**config.mk**
```make
export PLATFORM = sky130hd
export DESIGN_NAME = trap_router
export DESIGN_NICKNAME = d
export VERILOG_FILES = /design/src/rtl/trap_pkg.sv /design/src/rtl/trap_route_decide.sv /design/src/rtl/trap_status_stack.sv /design/src/rtl/trap_debug_state.sv /design/src/rtl/trap_router.sv
export SDC_FILE = /design/constraint.sdc
export NUM_CORES = 1
export LEC_CHECK = 0
export BUFFER_PORTS_ARGS = -buffer_cell sky130_fd_sc_hd__buf_2
export CAP_MARGIN = 20
export CORE_AREA = 2 2 197 199
export CTS_CLUSTER_DIAMETER = 50
export DETAILED_ROUTE_END_ITERATION = 10
export DIE_AREA = 0 0 199 201
export SLEW_MARGIN = 10
export SYNTH_ARGS = -nofsm -noshare
export SYNTH_HDL_FRONTEND = slang
export SYNTH_SLANG_ARGS = --single-unit
```
**constraint.sdc**
```tcl
create_clock -name clk -period 3.12 [get_ports clk]
set_input_delay 0.312 -clock clk [delete_from_list [all_inputs] [get_ports clk]]
set_output_delay 0.312 -clock clk [all_outputs]
set_load 0.01 [all_outputs]
```
**src/rtl/trap_pkg.sv**
```systemverilog
// Shared constants and types for the trap entry unit.
// Assumes the privilege encoding U=0, S=1, H=2, M=3.
package trap_pkg;
    localparam logic [1:0] PRV_U = 2'd0;
    localparam logic [1:0] PRV_S = 2'd1;
    localparam logic [1:0] PRV_H = 2'd2;
    localparam logic [1:0] PRV_M = 2'd3;

    localparam logic [2:0] DBG_SWBP  = 3'd1;
    localparam int unsigned BRK_CODE = 3;

    typedef enum logic [1:0] {
        RT_MACH      = 2'd0,
        RT_SUPV      = 2'd1,
        RT_DBG_ENTER = 2'd2,
        RT_DBG_REDIR = 2'd3
    } route_e;

    typedef struct packed {
        logic       uie;
        logic       sie;
        logic       mie;
        logic       spie;
        logic       mpie;
        logic       spp;
        logic [1:0] mpp;
    } stat_t;
endpackage

```
**src/rtl/trap_route_decide.sv**
```systemverilog
// Picks the destination of a trap: debug entry, debug redirect,
// supervisor or machine. Purely combinational.
// Assumes XLEN is a power of two and at least 8.
module trap_route_decide
    import trap_pkg::*;
#(
    parameter int XLEN = 32
) (
    input  logic [XLEN-1:0] cause,
    input  logic [1:0]      priv,
    input  logic [XLEN-1:0] edeleg,
    input  logic [XLEN-1:0] ideleg,
    input  logic [3:0]      brk_en,
    input  logic            in_debug,
    output route_e          route
);
    localparam int IW = $clog2(XLEN);
    localparam logic [XLEN-1:0] XLEN_V = XLEN[XLEN-1:0];
    localparam logic [XLEN-1:0] BRK_V  = BRK_CODE[XLEN-1:0];

    logic            is_irq;
    logic [XLEN-1:0] idx;
    logic [XLEN-1:0] mask;
    logic            in_range;
    logic            deleg_hit;
    logic            brk_hit;

    // Form the delegation index and look up the matching mask bit.
    always_comb begin
        is_irq    = cause[XLEN-1];
        idx       = {1'b0, cause[XLEN-2:0]};
        mask      = is_irq ? ideleg : edeleg;
        in_range  = (idx < XLEN_V);
        deleg_hit = in_range && mask[idx[IW-1:0]];
        brk_hit   = (cause == BRK_V) && brk_en[priv];
    end

    // Apply the fixed priority: breakpoint, in-debug, delegation, machine.
    always_comb begin
        if (brk_hit)
            route = RT_DBG_ENTER;
        else if (in_debug)
            route = RT_DBG_REDIR;
        else if ((priv <= PRV_S) && deleg_hit)
            route = RT_SUPV;
        else
            route = RT_MACH;
    end
endmodule

```
**src/rtl/trap_status_stack.sv**
```systemverilog
// Computes the interrupt-enable stack after a trap for a given route.
// Leaves the status unchanged for the two debug routes.
// Assumes level 2 has no live enable bit of its own.
module trap_status_stack
    import trap_pkg::*;
(
    input  route_e     route,
    input  logic [1:0] priv,
    input  stat_t      cur,
    output stat_t      nxt
);
    logic cur_ie;

    // Select the live enable bit belonging to the current level.
    always_comb begin
        case (priv)
            PRV_U:   cur_ie = cur.uie;
            PRV_S:   cur_ie = cur.sie;
            PRV_M:   cur_ie = cur.mie;
            default: cur_ie = 1'b0;
        endcase
    end

    // Push the enable and privilege onto the target level's stack.
    always_comb begin
        nxt = cur;
        case (route)
            RT_SUPV: begin
                nxt.spie = cur_ie;
                nxt.spp  = priv[0];
                nxt.sie  = 1'b0;
            end
            RT_MACH: begin
                nxt.mpie = cur_ie;
                nxt.mpp  = priv;
                nxt.mie  = 1'b0;
            end
            default: ;
        endcase
    end
endmodule

```
**src/rtl/trap_debug_state.sv**
```systemverilog
// Holds the debug cause, debug privilege and debug PC.
// Written only on a breakpoint debug entry; cleared by reset.
module trap_debug_state
    import trap_pkg::*;
#(
    parameter int XLEN = 32
) (
    input  logic            clk,
    input  logic            rst_n,
    input  logic            enter,
    input  logic [XLEN-1:0] epc,
    input  logic [1:0]      priv,
    output logic [2:0]      cause_q,
    output logic [1:0]      prv_q,
    output logic [XLEN-1:0] dpc_q,
    output logic            active
);
    // Capture the entry context on a breakpoint debug entry.
    always_ff @(posedge clk) begin
        if (!rst_n) begin
            cause_q <= '0;
            prv_q   <= '0;
            dpc_q   <= '0;
        end else if (enter) begin
            cause_q <= DBG_SWBP;
            prv_q   <= priv;
            dpc_q   <= epc;
        end
    end

    assign active = (cause_q != 3'd0);
endmodule

```
**src/rtl/trap_router.sv**
```systemverilog
// Trap entry unit: applies one trap per cycle and keeps the saved
// context. All results are registered and show one cycle later.
// Assumes vectors, masks and breakpoint enables are stable inputs.
module trap_router
    import trap_pkg::*;
#(
    parameter int              XLEN     = 32,
    parameter logic [XLEN-1:0] RESET_PC = 'h80,
    parameter logic [XLEN-1:0] DBG_ROM  = 'h800,
    parameter logic [XLEN-1:0] DBG_EXC  = 'h808
) (
    input  logic            clk,
    input  logic            rst_n,
    input  logic            trap_valid,
    input  logic [XLEN-1:0] trap_cause,
    input  logic [XLEN-1:0] trap_epc,
    input  logic            trap_has_addr,
    input  logic [XLEN-1:0] trap_addr,
    input  logic [XLEN-1:0] stvec,
    input  logic [XLEN-1:0] mtvec,
    input  logic [XLEN-1:0] edeleg,
    input  logic [XLEN-1:0] ideleg,
    input  logic [3:0]      brk_en,
    input  logic            ctx_load,
    input  logic [1:0]      ctx_priv,
    input  logic [2:0]      ctx_ie,
    input  logic            resv_set,
    output logic [XLEN-1:0] pc_out,
    output logic [1:0]      priv_out,
    output logic [XLEN-1:0] sepc,
    output logic [XLEN-1:0] scause,
    output logic [XLEN-1:0] sbad,
    output logic [XLEN-1:0] mepc,
    output logic [XLEN-1:0] mcause,
    output logic [XLEN-1:0] mbad,
    output logic            st_uie,
    output logic            st_sie,
    output logic            st_mie,
    output logic            st_spie,
    output logic            st_mpie,
    output logic            st_spp,
    output logic [1:0]      st_mpp,
    output logic [2:0]      dbg_cause,
    output logic [1:0]      dbg_prv,
    output logic [XLEN-1:0] dpc,
    output logic            resv_valid
);
    route_e route;
    stat_t  stat_q;
    stat_t  stat_nxt;
    logic   in_debug;
    logic   dbg_enter;
    logic   take_s;
    logic   take_m;

    trap_route_decide #(.XLEN(XLEN)) u_decide (
        .cause    (trap_cause),
        .priv     (priv_out),
        .edeleg   (edeleg),
        .ideleg   (ideleg),
        .brk_en   (brk_en),
        .in_debug (in_debug),
        .route    (route)
    );

    trap_status_stack u_stack (
        .route (route),
        .priv  (priv_out),
        .cur   (stat_q),
        .nxt   (stat_nxt)
    );

    assign dbg_enter = trap_valid && (route == RT_DBG_ENTER);
    assign take_s    = trap_valid && (route == RT_SUPV);
    assign take_m    = trap_valid && (route == RT_MACH);

    trap_debug_state #(.XLEN(XLEN)) u_debug (
        .clk     (clk),
        .rst_n   (rst_n),
        .enter   (dbg_enter),
        .epc     (trap_epc),
        .priv    (priv_out),
        .cause_q (dbg_cause),
        .prv_q   (dbg_prv),
        .dpc_q   (dpc),
        .active  (in_debug)
    );

    // Redirect the fetch address and set the new privilege.
    always_ff @(posedge clk) begin
        if (!rst_n) begin
            pc_out   <= RESET_PC;
            priv_out <= PRV_M;
        end else if (trap_valid) begin
            case (route)
                RT_DBG_ENTER: begin
                    pc_out   <= DBG_ROM;
                    priv_out <= PRV_M;
                end
                RT_DBG_REDIR: pc_out <= DBG_EXC;
                RT_SUPV: begin
                    pc_out   <= stvec;
                    priv_out <= PRV_S;
                end
                default: begin
                    pc_out   <= mtvec;
                    priv_out <= PRV_M;
                end
            endcase
        end else if (ctx_load) begin
            priv_out <= ctx_priv;
        end
    end

    // Record cause, exception PC and bad address for supervisor entry.
    always_ff @(posedge clk) begin
        if (!rst_n) begin
            sepc   <= '0;
            scause <= '0;
            sbad   <= '0;
        end else if (take_s) begin
            sepc   <= trap_epc;
            scause <= trap_cause;
            if (trap_has_addr)
                sbad <= trap_addr;
        end
    end

    // Record cause, exception PC and bad address for machine entry.
    always_ff @(posedge clk) begin
        if (!rst_n) begin
            mepc   <= '0;
            mcause <= '0;
            mbad   <= '0;
        end else if (take_m) begin
            mepc   <= trap_epc;
            mcause <= trap_cause;
            if (trap_has_addr)
                mbad <= trap_addr;
        end
    end

    // Update the enable stack on a trap, or the live enables on a load.
    always_ff @(posedge clk) begin
        if (!rst_n) begin
            stat_q <= '0;
        end else if (trap_valid) begin
            stat_q <= stat_nxt;
        end else if (ctx_load) begin
            stat_q.uie <= ctx_ie[0];
            stat_q.sie <= ctx_ie[1];
            stat_q.mie <= ctx_ie[2];
        end
    end

    // Track the load reservation; ordinary trap entries drop it.
    always_ff @(posedge clk) begin
        if (!rst_n)
            resv_valid <= 1'b0;
        else if (take_s || take_m)
            resv_valid <= 1'b0;
        else if (!trap_valid && resv_set)
            resv_valid <= 1'b1;
    end

    assign st_uie  = stat_q.uie;
    assign st_sie  = stat_q.sie;
    assign st_mie  = stat_q.mie;
    assign st_spie = stat_q.spie;
    assign st_mpie = stat_q.mpie;
    assign st_spp  = stat_q.spp;
    assign st_mpp  = stat_q.mpp;
endmodule

```
=== Word-level counts from Yosys, hierarchy flattened ===
Cells that the tools add are included.

* Register bits: 270
* Output and inout bits: 272
* Word-level logic and storage cells: 72

* Magnitude comparators: 4
* Equal/unequal tests: 9
* Muxes and demuxes: 17
* Bitwise gates (word level): 2
* Reduce and logical (&&, ||, !) cells: 21

{| class="wikitable"
|+ Operators with widths
! kind !! count
|-
| one-hot mux 32 bit (3 select lines) || 1
|-
| equality test 32 x 2 -> 1 bit (second input constant) || 1
|-
| two-way mux 32 bit || 1
|-
| < comparator 31 x 6 -> 1 bit (second input constant) || 1
|-
| AND reduction 2 bit || 8
|-
| two-way mux 2 bit || 6
|-
| logical AND 1 bit || 7
|-
| equality test 2 bit (second input constant) || 3
|-
| < comparator 5 x 6 -> 1 bit (second input constant) || 1
|-
| binary-select mux 1 bit (select 5 bit) || 1
|-
| two-way mux 1 bit || 5
|-
| equality test 2 x 1 -> 1 bit (second input constant) || 2
|-
| logical NOT 2 bit || 2
|-
| inequality test 2 x 1 -> 1 bit (second input constant) || 2
|-
| one-hot mux 2 bit (2 select lines) || 1
|-
| < comparator 2 x 3 -> 1 bit (second input constant) || 1
|-
| one-hot mux 1 bit (3 select lines) || 1
|-
| binary-select mux 1 bit (select 2 bit) || 1
|-
| <= comparator 2 x 1 -> 1 bit (second input constant) || 1
|-
| inequality test 2 bit (second input constant) || 1
|-
| NOT 1 bit || 2
|-
| nonzero test 2 bit || 1
|-
| OR reduction 2 bit || 1
|-
| logical NOT 1 bit || 1
|-
| logical OR 1 bit || 1
|}

=== Depth between registers and ports, before layout ===
Gate-level depths: netlist (run 1).

* Word-level depth: 12
* Mapped depth: 10

=== Hierarchy ===
A second synthesis (run 1) with hierarchy kept.

* Cells, all modules: 1273
* Area total of the unflattened synthesis: 11318.4 um^2

{| class="wikitable"
|+ Modules (own cells, without submodules)
! module !! instances !! cells each !! area an instance (um^2) !! seq. area each (um^2)
|-
| trap_router || 1 || 1072 || 9076.2 || 4704.5
|-
| trap_debug_state || 1 || 115 || 1370.1 || 700.7
|-
| trap_route_decide || 1 || 73 || 765.7 || 0.0
|-
| trap_status_stack || 1 || 13 || 106.4 || 0.0
|}

=== Worst setup path before layout (run 1) ===
No wires, ideal clock.

* Path type: register to register
* Start point: register priv_out[0]
* End point: register mepc[12]
* Library setup time: 72 ps
* Data arrival time: 2370 ps
* Slack: 678 ps
* Cell stages (with the launch flop): 9
* Buffers on the path: 2
* Clock period less this slack: 2442 ps
* Cells stage by stage: dfxtp_1 mux4_2 and3_1 and3_1 or2_2 a21oi_4 buf_6 buf_6 mux2i_1

* Word-level cells in the longest chain between the ends: 7
* Elaborated cells on any way between the ends: 10
* Those cells by class: order compare (1); mux (5); reduce/logical (4)

{| class="wikitable"
|+ Ends and longest elaborated chain
! element !! line !! text
|-
| start: declaration || trap_router.sv:29 || <nowiki>output logic [1:0] priv_out,</nowiki>
|-
| start signal: assignment || trap_router.sv:111 || <nowiki>priv_out <= ctx_priv;</nowiki>
|-
| <= comparator 2 x 1 -> 1 bit || trap_route_decide.sv:44 || <nowiki>else if ((priv <= PRV_S) && deleg_hit)</nowiki>
|-
| logical AND 1 bit || trap_route_decide.sv:44 ||
|-
| two-way mux 1 bit || trap_route_decide.sv:44 ||
|-
| two-way mux 2 bit || trap_route_decide.sv:42 || <nowiki>else if (in_debug)</nowiki>
|-
| two-way mux 2 bit (*) || trap_route_decide.sv:40 || <nowiki>if (brk_hit)</nowiki>
|-
| logical NOT 2 bit (*) || trap_router.sv:75 || <nowiki>assign take_m = trap_valid && (route == RT_MACH);</nowiki>
|-
| logical AND 1 bit (*) || trap_router.sv:75 ||
|-
| end signal: assignment || trap_router.sv:136 || <nowiki>mepc <= trap_epc;</nowiki>
|-
| end: declaration || trap_router.sv:33 || <nowiki>output logic [XLEN-1:0] mepc,</nowiki>
|}

Every way passes the cells marked *; elsewhere a longest branch is shown, timed or not. The select of a mux whose other input is x is not followed.
A chain may end at the register's enable or synchronous reset.

=== Worst setup path in the final report (run 1) ===
* Start point: register priv_out[0]
* End point: register mepc[3]

The elaborated chain is that of the path after synthesis.

==> results of run 1 <==
-- power by group through the flow --
| stage | Clock [mW] | Combinational [mW] | Sequential [mW] |
|---|---|---|---|
| 3_3_place_gp | 0 | 0.820 | 3.68 |
| 6_report | 4.14 | 0.882 | 3.61 |
| 4_1_cts | 4.27 | 0.885 | 3.61 |
| 5_1_grt | 4.40 | 0.958 | 3.62 |
| 3_5_place_dp | 0 | 0.830 | 3.68 |
| 2_1_floorplan | 0 | 0.378 | 3.73 |
-- how the worst max path moves through the flow --
stage / startpoint / to / slack [ps] / cells past startpoint
after global routing: trap_cause[11] / mepc[12] / 140 / 10
after floorplan: priv_out[0] / mepc[12] / 680 / 8
after detailed placement: trap_cause[31] / sepc[13] / 180 / 10
after CTS: priv_out[0] / pc_out[22] / 240 / 6
final: priv_out[0] / mepc[3] / 290 / 8
after global placement: priv_out[0] / pc_out[22] / 210 / 6
-- stage by stage --
| stage | setup slack, ps | instance area, um2 | util [%] | power (mW) |
|---|---|---|---|---|
| after floorplan | 678.0 | 11120 | - | 4.105 |
| after global placement | 209.5 | 14140 | 37.10 | 4.498 |
| after detailed placement | 180.8 | 14150 | 37.14 | 4.510 |
| after CTS | 243.3 | 15900 | 41.74 | 8.760 |
| after global routing | 136.7 | 15920 | 41.77 | 8.973 |
| final | 293.4 | 15920 | 41.77 | 8.626 |
-- logic make-up (layout without fill, tap and decap cells) --
logic type             Yosys count  after routing  share of synthesized area, %
and+or+nand+nor                446            446                         17.56
muxes                          197            197                         19.01
buffers and inverters          133            693                         5.864
DFF                            270            270                         48.62
AOI/OAI and AO/OA              130            130                         8.914
other                            1              2                       0.03373
-- sequential cells by signal (all words and copies together) (netlist names), 2 cells and up --
register       count
pc_out            32
mbad              32
st_mpp             2
sbad              32
scause            32
priv_out           2
mepc              32
u_debug.prv_q      2
sepc              32
mcause            32
u_debug.dpc_q     32
-- Yosys cell counts, drive strengths merged, types with 6 or more instances --
library cell  count
and3             60
nand2           347
nor4              6
a32oi            29
mux4             11
o31ai            30
a21oi            38
clkbuf           66
inv              35
mux2i           183
dfxtp           270
buf              32
-- routing by layer --
metal	routed length (um)	vias up	GRT usage [%]
li1	-	5103	-
met1	16080	4947	22.09
met2	18230	410	31.22
met3	2865	67	4.721
met4	1084	0	7.116
met5	0	-	0
-- cell type report --
cell class              count  share of cell area, %
multi-input cells         775                  31.94
clock buffers              47                  6.368
flip-flops and latches    270                  33.96
repair buffers            593                  21.59
inverters                  35                 0.8255
clock inverters            18                  1.242
well taps                 518                  4.072
-- worst register-to-register path, cell delays in order (launching register included) --
cell	delay, ps
dfxtp_1	440
mux4_2	540
and3_1	250
and3_1	290
or2_2	390
a21oi_4	220
buf_12	210
buf_12	210
mux2i_1	210
-- what timing repair did --
action / 4_1_cts / 5_1_grt
hold buffers: 54 / 0
gates resized for setup: 0 / 0
hold endpoints to repair: 54 / 0
==> results.sh, run 1 <==
export IMPL_pin_count=511
export IMPL_cp_slowest_cell="mux4_2"
export IMPL_die_area_um2=40000
export IMPL_async_reset_ff_share_pct=0
export IMPL_clk_insertion_delay_late_ps=530
export IMPL_status="finished, final reports clean"
export IMPL_vias=10527
export IMPL_startpoint_type="flip-flop"
export IMPL_overflow=0
export IMPL_fin_skew_ps=13.35
export IMPL_nets=1951
export IMPL_synth_cell_types=56
export IMPL_max_freq_ghz=0.3538
export IMPL_path_clk_slew_ps=60
export IMPL_sw_frac_of_total_pct=25.14
export IMPL_place_hpwl_um=27800
export IMPL_cp_top_family="simple AND/OR/NAND/NOR gates"
export IMPL_port_buffers=508
export IMPL_r2r_end="mepc[3]"
export IMPL_holdWs_ps=36.72
export IMPL_period_minus_slack_ps=2827
export IMPL_ys_top_cells_by_area="dfxtp_1, mux2i_1, nand2_1, and3_1, a32oi_1"
export IMPL_num_rows=72
export IMPL_wl_per_cell_um=16.96
export IMPL_drc=0
export IMPL_cp_end_kind="flip-flop"
export IMPL_rr_worst_depth=8
export IMPL_drive_gt1_share_pct=36.25
export IMPL_cp_slowest_stage_delay_ps=540
export IMPL_setup_viol=0
export IMPL_grt_pass1_vias=10485
export IMPL_crit_fanout=16
export IMPL_multi_input_area_um2=5084
export IMPL_synth_seq_area_share_pct=48.62
export IMPL_hold_start="mtvec[25]"
export IMPL_fillers=3799
export IMPL_viasPerCell=4.666
export IMPL_dp_cells=2136
export IMPL_area_growth_pct=43.16
export IMPL_r2r_setup_slack_ps=290
export IMPL_antenna_found_initial=0
export IMPL_reg2reg_from="priv_out[0]"
export IMPL_cts_buffers=37
export IMPL_core_um2=38110
export IMPL_gr_usage_all_layers_pct=18.37
export IMPL_seq_power_share_pct=41.8
export IMPL_peakVddDrop_uv=453.1
export IMPL_clock_path_buffers=3
export IMPL_ff_latch_area_um2=5405
export IMPL_holdCritPathClass="in2reg"
export IMPL_power_density_nw_per_um2=542.0
export IMPL_tritoncts="yes"
export IMPL_max_cap_viol_count=0
export IMPL_root_buffer="clkbuf_16"
export IMPL_clock_sinks=270
export IMPL_p_leak_nw=8.231
export IMPL_first_pass_iters=5
export IMPL_die_y_um=201
export IMPL_power_internal_mw=6.457
export IMPL_relSlewSlack_pct=40.83
export IMPL_final_hold_viol_count=0
export IMPL_grt_max_degree=92
export IMPL_htree_levels=2
export IMPL_synth_area_per_cell_um2=9.445
export IMPL_gp_congestion=0.8930
export IMPL_critPathRequiredTime_ps=3580
export IMPL_p_comb_share_pct=10.2
export IMPL_slew_violations=0
export IMPL_finalNonFillerCells=2256
export IMPL_clockPowerShare_pct=48.0
export IMPL_n_antenna_cell=0
export IMPL_final_setup_tns_ps=0
export IMPL_syn_inst=1177
export IMPL_final_common_cell="buf_2"
export IMPL_final_period_utilization_pct=90.60
export IMPL_crit_type="reg2reg"
export IMPL_synth_main_ff_cell="dfxtp_1"
export IMPL_grt_pass1_wl_um=57820
export IMPL_routed_wl_um=38260
export IMPL_grt_setup_unrepaired="no"
export IMPL_netlist_area_leader_share_pct=48.62
export IMPL_layout_common_cells="buf_2, nand2_1, dfxtp_1"
export IMPL_die_w_um=199
export IMPL_drtAntennaViolNets=0
export IMPL_syn_area_um2=11120
export IMPL_p_switching_mw=2.169
export IMPL_synth_largest_area_cell="dfxtp_1"
export IMPL_cp_arrival_ps=3280
export IMPL_initial_core_util_pct=29.17
export IMPL_yosysWarnings=0
export IMPL_path_cells="mux4_2 -> and3_1 -> and3_1 -> or2_2 -> a21oi_4 -> buf_12 -> buf_12 -> mux2i_1"
export IMPL_min_to="pc_out[25]"
export IMPL_synth_seq_cells=270
export IMPL_synth_edf_count=0
export IMPL_drt_iter0_drc=488
export IMPL_worst_pin_slew_ps=887.6
export IMPL_crit_buf_inv=2
export IMPL_hold_depth=3
export IMPL_post_cts_setup_buffers=0
Power figures use the tool's default switching activity.
==> run 2: changes to the inputs <==
BUFFER_PORTS_ARGS = -buffer_cell sky130_fd_sc_hd__buf_4   (was -buffer_cell sky130_fd_sc_hd__buf_2)
==> run 2 against run 1 <==
Compared with the run above: clock power grew 1%; die area is the same; clock-buffer cell count shrank 2; critical path type unchanged; critical endpoint is now mcause[30]; largest power group unchanged.
==> results.sh, run 2 (synthesized netlist as in run 1, its figures left out) <==
export IMPL_status="finished, final reports clean"
export IMPL_worst_pin_slew_ps=906.7
export IMPL_slew_violations=0
export IMPL_cts_buffers=38
export IMPL_cp_end_kind="flip-flop"
export IMPL_post_cts_setup_buffers=0
export IMPL_core_um2=38110
export IMPL_final_setup_tns_ps=0
export IMPL_n_antenna_cell=0
export IMPL_place_hpwl_um=28600
export IMPL_period_minus_slack_ps=2820
export IMPL_power_density_nw_per_um2=526.4
export IMPL_antenna_found_initial=0
export IMPL_tritoncts="yes"
export IMPL_port_buffers=508
export IMPL_num_rows=72
export IMPL_setup_slack_ps=300.2
export IMPL_initial_core_util_pct=29.17
export IMPL_drc=0
export IMPL_fin_skew_ps=13.52
export IMPL_final_hold_viol_count=0
export IMPL_setup_viol=0
export IMPL_relSlewSlack_pct=39.55
export IMPL_place_ws_ps=229.6
export IMPL_hold_buffers=0
export IMPL_cp_slowest_cell="mux4_2"
export IMPL_wl_per_cell_um=17.77
export IMPL_power_internal_mw=6.605
export IMPL_final_common_cell="buf_4"
export IMPL_path_cells="mux4_2 -> and3_1 -> and3_1 -> or2_2 -> a21oi_4 -> buf_12 -> buf_12 -> mux2i_1"
export IMPL_layout_common_cells="buf_4, nand2_1, dfxtp_1"
export IMPL_crit_fanout=22
export IMPL_grt_pass1_vias=10338
export IMPL_clk_insertion_delay_late_ps=520
export IMPL_sw_frac_of_total_pct=24.52
export IMPL_overflow=0
export IMPL_grt_pass1_wl_um=58750
export IMPL_gp_congestion=0.8582
export IMPL_first_pass_iters=5
export IMPL_grt_setup_unrepaired="no"
export IMPL_p_comb_share_pct=10.9
export IMPL_root_buffer="clkbuf_16"
export IMPL_fin_area_um2=16620
export IMPL_dpl_cell_area_um2=15400
export IMPL_cp_arrival_ps=3260
export IMPL_grt_max_degree=176
export IMPL_final_period_utilization_pct=90.38
export IMPL_max_freq_ghz=0.3546
export IMPL_finalNonFillerCells=2197
export IMPL_power_mw=8.751
export IMPL_die_y_um=201
export IMPL_routed_wl_um=39040
export IMPL_dp_cells=2134
export IMPL_clock_path_buffers=3
export IMPL_drtAntennaViolNets=0
export IMPL_clock_sinks=270
export IMPL_startpoint_type="flip-flop"
export IMPL_clockPowerShare_pct=47.8
export IMPL_path_clk_slew_ps=60
export IMPL_critPathRequiredTime_ps=3560
export IMPL_max_cap_viol_count=0
export IMPL_ctsResizeCount=0
export IMPL_holdCritPathClass="in2reg"
export IMPL_p_leak_nw=8.219
export IMPL_drive_gt1_share_pct=37.40
export IMPL_pin_count=511
export IMPL_nets=1895
export IMPL_drt_iter0_drc=409
export IMPL_vias=10294
export IMPL_die_area_um2=40000
export IMPL_die_w_um=199
export IMPL_cp_slowest_stage_delay_ps=580
export IMPL_area_growth_pct=49.53
export IMPL_htree_levels=2
export IMPL_crit_type="reg2reg"
export IMPL_gr_usage_all_layers_pct=18.62
export IMPL_seq_power_share_pct=41.3
export IMPL_p_switching_mw=2.146
export IMPL_viasPerCell=4.685
export IMPL_peakVddDrop_uv=288.1
## run 2: worst max-delay path, delay by kind of cell, from the launching register on
family                 cells  cell delay [ps]
AND/OR/NAND/NOR            3              900
buffers and inverters      2              450
AO/OA/AOI/OAI              1              160
flip-flops                 1              410
multiplexers               2              790
## run 2: final cells by class
cell class                 instances  area, um2
fill                            3737      21480
multi-input combinational        775       5072
sequential                       270       5405
inverter                          35      131.4
timing repair buffer             536       4144
clock buffer                      45       1039
tap                              518      648.1
clock inverter                    18      183.9
## run 2: layer usage
| layer | up-vias | routed length, um | track usage, % | part of all wire, % |
|---|---|---|---|---|
| met3 | 71 | 3206 | 5.477 | 8.2 |
| met5 | - | 0 | 0 | 0 |
| met2 | 398 | 18330 | 31.26 | 47 |
| li1 | 5001 | - | - | - |
| met1 | 4824 | 16380 | 22.66 | 42 |
| met4 | 0 | 1118 | 6.210 | 2.9 |
## run 2: worst paths after layout
| path | depth (start not counted) | slack, ps | from | endpoint |
|---|---|---|---|---|
| worst min register to register | 2 | 450 | u_debug.dpc_q[0] | u_debug.dpc_q[0] |
| worst max register to register | 8 | 300 | priv_out[0] | mcause[30] |
| worst max-delay path | 8 | 300 | priv_out[0] | mcause[30] |
| worst min-delay path | 3 | 30 | ctx_ie[2] | st_mie |
## run 2: power groups by stage
stage | sequential, mW | clock, mW | combinational, mW
after floorplan | 3.73 | 0 | 0.378
final | 3.61 | 4.18 | 0.958
after global routing | 3.62 | 4.43 | 1.03
after detailed placement | 3.69 | 0 | 0.966
after global placement | 3.69 | 0 | 0.960
after CTS | 3.62 | 4.29 | 0.967
## run 2: per-stage QoR
step / util (%) / hold slack, ps
after floorplan: - / 448.0
after global placement: 40.42 / 442.8
after detailed placement: 40.42 / 448.2
after CTS: 43.62 / 15.42
after global routing: 43.62 / 41.03
final: 43.62 / 32.82
